File: src/rtl/rp_err_collector.sv
module rp_err_collector #(
  parameter int SRC_W = 16,
  parameter int VEC_W = 5
) (
  input  logic             clk,
  input  logic             rst_n,
  input  logic             msg_valid,
  input  logic [1:0]       msg_sev,
  input  logic [SRC_W-1:0] msg_src,
  input  logic             msi_enable,
  input  logic             cmd_wr,
  input  logic [2:0]       cmd_wdata,
  input  logic             sts_clr,
  input  logic [6:0]       sts_clr_mask,
  input  logic             vec_wr,
  input  logic [VEC_W-1:0] vec_wdata,
  output logic [2:0]       root_cmd,
  output logic [6:0]       root_sts,
  output logic [SRC_W-1:0] cor_src,
  output logic [SRC_W-1:0] unc_src,
  output logic [VEC_W-1:0] msg_num,
  output logic             msi_req,
  output logic [VEC_W-1:0] msi_vec,
  output logic             intx
);
  localparam int COR = 0, MCOR = 1, UNC = 2, MUNC = 3, FFAT = 4, NFAT = 5, FAT = 6;

  logic [6:0] sts_base, sts_d;
  logic [2:0] cmd_d, rcv_d;
  logic       msg_trig, cmd_trig, cor_ld, unc_ld, evt;

  assign sts_base = sts_clr ? (root_sts & ~sts_clr_mask) : root_sts;
  assign cmd_d    = cmd_wr ? cmd_wdata : root_cmd;

  always_comb begin
    sts_d    = sts_base;
    msg_trig = 1'b0;
    cor_ld   = 1'b0;
    unc_ld   = 1'b0;
    if (msg_valid) begin
      case (msg_sev)
        2'd0: begin
          if (sts_base[COR]) sts_d[MCOR] = 1'b1;
          else begin
            cor_ld   = 1'b1;
            msg_trig = root_cmd[0];
          end
          sts_d[COR] = 1'b1;
        end
        2'd1: begin
          msg_trig    = !sts_base[NFAT] && root_cmd[1];
          sts_d[NFAT] = 1'b1;
        end
        2'd2: begin
          msg_trig   = !sts_base[FAT] && root_cmd[2];
          if (!sts_base[UNC]) sts_d[FFAT] = 1'b1;
          sts_d[FAT] = 1'b1;
        end
        default: ;
      endcase
      if (msg_sev == 2'd1 || msg_sev == 2'd2) begin
        if (sts_base[UNC]) sts_d[MUNC] = 1'b1;
        else unc_ld = 1'b1;
        sts_d[UNC] = 1'b1;
      end
    end
  end

  assign rcv_d    = {sts_d[FAT], sts_d[NFAT], sts_d[COR]};
  assign cmd_trig = cmd_wr && |(cmd_wdata & ~root_cmd & rcv_d);
  assign evt      = (msg_valid && msg_sev != 2'd3) || cmd_wr || sts_clr;

  always_ff @(posedge clk) begin
    if (!rst_n) begin
      root_cmd <= '0;
      root_sts <= '0;
      cor_src  <= '0;
      unc_src  <= '0;
      msg_num  <= '0;
      msi_req  <= 1'b0;
      msi_vec  <= '0;
      intx     <= 1'b0;
    end else begin
      root_cmd <= cmd_d;
      root_sts <= sts_d;
      if (cor_ld) cor_src <= msg_src;
      if (unc_ld) unc_src <= msg_src;
      if (vec_wr) msg_num <= vec_wdata;
      msi_req <= msi_enable && (msg_trig || cmd_trig);
      if (msi_enable && (msg_trig || cmd_trig)) msi_vec <= msg_num;
      if (!msi_enable && evt) intx <= |(cmd_d & rcv_d);
    end
  end
endmodule


File: config.mk
export PLATFORM = sky130hd
export DESIGN_NAME = rp_err_collector
export DESIGN_NICKNAME = d
export VERILOG_FILES = /design/src/rtl/rp_err_collector.sv
export SDC_FILE = /design/constraint.sdc
export NUM_CORES = 1
export LEC_CHECK = 0
export CAP_MARGIN = 30
export CORE_MARGIN = 1.5
export CORE_UTILIZATION = 43
export DETAILED_ROUTE_END_ITERATION = 12
export GPL_ROUTABILITY_DRIVEN = 0
export GPL_TIMING_DRIVEN = 1
export PLACE_DENSITY = 0.82
export SKIP_LAST_GASP = 1
export SYNTH_ARGS = -nofsm -noshare
export SYNTH_HDL_FRONTEND = slang
export SYNTH_SLANG_ARGS = --single-unit
File: constraint.sdc
create_clock -name clk -period 1.7 [get_ports clk]
set_input_delay 0.17 -clock clk [delete_from_list [all_inputs] [get_ports clk]]
set_output_delay 0.17 -clock clk [all_outputs]
set_load 0.05 [all_outputs]
# After elaboration in Yosys (flattened, before gate mapping)
# Cells that the tools add are included.
# totals
input_bits	40
regBits	54
word_cells	53
# classes
bitwise	6
n_mux	20
n_eq_ne	3
reduce_logical	16
# ops
cell	n
two-way mux 1 bit	14
two-way mux 7 bit	2
bitwise AND 3 bit	3
bitwise AND 7 bit	1
inverter 7 bit	1
logical AND 1 bit	6
OR reduction 3 bit	2
logical OR 1 bit	4
two-way mux 2 bit	2
logical NOT 1 bit	3
two-way mux 3 bit	1
inverter 3 bit	1
one-hot mux 1 bit (3 select lines)	1
== test 2 x 1 -> 1 bit (second input constant)	1
== test 2 bit (second input constant)	1
logical NOT 2 bit	1
!= test 2 bit (second input constant)	1

# Depth between registers and ports, before layout
# depth
depth_word	11
depth_mapped	8
ltp_nobuf	7

# Worst setup path after synthesis
# Ideal clock, no wire load.
# synth_timing
path_kind	register -> register
start	register root_sts[5]
end	register msi_req
path_stages_with_launch	7
setup_time_ns	0.116
arrival_ns	1.655
setup_slack_ns	-0.071
path_cell_list	dfxtp_1 > a21boi_4 > o22ai_2 > or2_0 > buf_2 > nand2b_1 > and3_1
# synth_between
elab_chain_cells	9
word_cells_on_any_way	13
cone_classes	mux (5); bitwise (2); reduce/logical (6)
# synth_rtl
item	line	text
start, declared	18	output logic [6:0] root_sts,
start signal, assigned	85	root_sts <= sts_d;
bitwise AND 7 bit	32	assign sts_base = sts_clr ? (root_sts & ~sts_clr_mask) : root_sts;
two-way mux 7 bit (*)	32	
two-way mux 1 bit	41	case (msg_sev)
two-way mux 7 bit	40	if (msg_valid) begin
bitwise AND 3 bit	70	assign cmd_trig = cmd_wr && |(cmd_wdata & ~root_cmd & rcv_d);
OR reduction 3 bit	70	
logical AND 1 bit	70	
logical OR 1 bit (*)	89	msi_req <= msi_enable && (msg_trig || cmd_trig);
logical AND 1 bit (*)	89	
end signal, assigned	89	
end, declared	22	output logic msi_req,
# Mark *: on every way between the ends. The rest lies on a longest branch, timed or not.
# A chain may end at the register's enable or synchronous reset.

# Worst setup path in the final report
# layout_timing
start	register unc_src[10]
end	output unc_src[10]
# layout_rtl
item	line	text
start, declared	20	output logic [SRC_W-1:0] unc_src,
start signal, assigned	87	if (unc_ld) unc_src <= msg_src;
# No word-level cell between the ends.

==> impl_results.md <==
* Via count at ~2300
* CTS clk-pin slew, worst paths at ~110 ps
* Max rail drop VDD at just under 0.5 mV
* ANT cells at 0
* Top Family by Delay on Critical Path: buffers and inverters
* Worst reg2reg path endpoint: msi_vec[1]
* Register-to-Register Setup Slack at roughly 150 ps
* Nets@finish at 426
* Hold worst-path end: unc_src[8]
* Core area at ~0.0052 mm²
* Critical setup path kind: reg -> out
* Fill cells at roughly 400
* Area Overhead vs Synth at 54.96%
* Mapped cell area at roughly 0.0024 mm²
* Syn nets at between 300 and 400
* Initial antenna violation count at 0
* Count of cell types in the netlist at 33
* Register area share after synthesis at between 40% and 50%
* Fin. max-slew vios at 0
* Hold depth at 3
* TritonCTS clock tree: built
* Crit-path max FO at 2
* Worst hold path class: in -> reg
* Final core occ at 70.29%
* Worst R2R Path Depth at 6
* Via density at ~5
* Min-delay src: msg_src[8]
* H-Tree Depth at 2
* Design Area, Final at roughly 0.0037 mm²
* FMAX at 605.7 MHz
* Crit path max-delay cell type: clkdlybuf4s50_1
* Synthesized instance count at ~270
* Initial DRC Count at approximately 120
* Skew final at between 9 and 10 ps
* Root buffer cell: clkbuf_8
* Remaining Overflow, GRT at 0
* Rows at 26
* Initial Util at around 45%
* Vias in the first global route at 2154
* Critical Path RT at 1530 ps
* Max stage delay on crit path at around 800 ps
* Residual DRC count at 0
* Crit start category: flip-flop
* Synth warn at 0
* WL final at around 6.2 mm
* GRT Util Overall at 20.94%
* Global-route wire length before repair at slightly above 10 mm
* Num CTS Buffers at 5
* Element type at the critical path end: output port
* Clock sinks at 54
* Setup ws final at 49.10 ps
* WL per Instance at 13.79 µm
* Clock Latency Late Sink at roughly 310 ps
* Worst Path Buf+Inv at 1
* Clk buf depth at 2
* Post-DP Area at approximately 0.0035 mm²
* Setup tns final at 0 ps
* Slew margin rel. at around 64%
* Syn_area_per_cell at between 8 and 9 µm²
* # Post-CTS Setup Buffers at 0
* Largest net degree at the start of global routing at 27
* Critical-path cell list: clkdlybuf4s50_1
* Hold Fails Final Rpt at 0
* Die area at around 0.0059 mm²
* Leak at ~1.6 nW
* # hold bufs at CTS at 0
* Share of layout cells above drive strength 1 at 15.93%
* Min cycle time layout at 1651 ps
* R2r startpoint: root_sts[6]
* Max Cap Viol at 0
* #FFs+latches synth at 54
* Post-DP HPWL at 4.683 mm
* Die H at 77.10 µm
* DR pass1 iterations at 4
* Die W at a little under 80 µm
* # IOs at 94
* PwrDens at 804.3 mW/mm²
* Setup-failing EPs final at 0
* Status: finished clean
* Critical Path AT at between 1000 and 1500 ps
* Dpl ws at -337.6 ps
* Worst Tran Pin Value at approximately 540 ps
* Most frequent cells in the layout: nand2_1 (85), clkdlybuf4s50_1 (74), dfxtp_1 (52), buf_4 (36), a21boi_0 (31)
* DRT antenna net count at 0
* Final period util at 97.11%
* Port Buf Inserts at 93
* Commonest non-fill, non-tap cell in the layout: nand2_1
cells in the mapped netlist (all sizes together):
master | number | area (µm²)
nor3 | 6 | 30.03
a21boi | 37 | 292.8
buf | 8 | 58.80
a32oi | 6 | 52.55
nand3 | 2 | 10.01
inv | 4 | 15.01
nor2b | 12 | 75.07
nor2 | 3 | 11.26
a21bo | 1 | 10.01
clkbuf | 9 | 33.78
o21ai | 2 | 10.01
dfxtp | 54 | 1081
nand4b | 3 | 26.28
nand2 | 85 | 319.1
nand2b | 1 | 6.260
o22ai | 2 | 18.77
and2 | 3 | 18.77
or4 | 1 | 7.510
o311a | 1 | 10.01
and3 | 7 | 43.79
a211o | 1 | 8.760
ha | 4 | 50.05
mux2i | 13 | 130.1
o2111ai | 1 | 8.760
or2 | 1 | 6.260
o21bai | 1 | 7.510
a21oi | 3 | 18.77
cell families (layout without fill, tap and decap cells):
family,count (synthesis),after routing,synth area share [%]
AO/OA/AOI/OAI,55,55,18.55
AND/OR/NAND/NOR,124,124,23.48
multiplexers,13,13,5.511
flip-flops,54,54,45.79
adder cells (fa/ha/maj),4,4,2.120
buffers and inverters,21,133,4.557
state kept, by name, indices dropped and copies added, names as in the netlist:
| register | cells |
|---|---|
| cor_src | 16 |
| intx | 1 |
| msg_num | 5 |
| msi_req | 1 |
| msi_vec | 5 |
| root_cmd | 3 |
| root_sts | 7 |
| unc_src | 16 |
stage by stage:
stage	std cells	power, mW	hold WS (ps)
3_3_place_gp	445	2.067	440.6
3_5_place_dp	445	2.078	446.5
2_1_floorplan	271	1.770	304.9
5_1_grt	453	3.060	442.0
4_1_cts	453	2.953	420.0
6_report	453	2.942	424.0
area by class of cell:
class	instances	area (µm²)	area share [%]
Clock buffer	5	68.82	1.881
Clock inverter	3	47.55	1.300
Inverter	4	15.01	0.4104
Multi-Input combinational cell	196	1190	32.52
Sequential cell	54	1084	29.62
Tap cell	70	87.58	2.394
Timing Repair Buffer	121	1166	31.87
worst max-delay path by stage:
stage	startpoint	to	cells past startpoint
floorplan	root_sts[6]	msi_vec[0]	6
global placement	msg_sev[0]	intx	7
detailed placement	msg_sev[1]	msi_vec[2]	9
CTS	msg_sev[0]	msi_vec[1]	8
global route	sts_clr	msi_vec[1]	8
finish	unc_src[10]	unc_src[10]	1
what timing repair did:
item	CTS	global route
gates resized for setup	2	13
cloned	0	0
hold endpoints to repair	0	0
pin swaps	2	2
setup endpoints to repair	3	13
metal layers:
layer | global-route usage (%) | routed length, µm | up-vias
met4 | 4.182 | 80 | 0
met3 | 3.214 | 236 | 10
met2 | 37.96 | 3247 | 75
met1 | 26.24 | 2683 | 1053
li1 | - | - | 1137
met5 | 0 | 0 | -
power by group:
group	switching, mW	internal, mW	leakage [nW]
clock network	0.440	0.447	0.0587
registers	0.0356	1.32	0.441
logic	0.395	0.301	1.07
(Power assumes the default switching activity.)
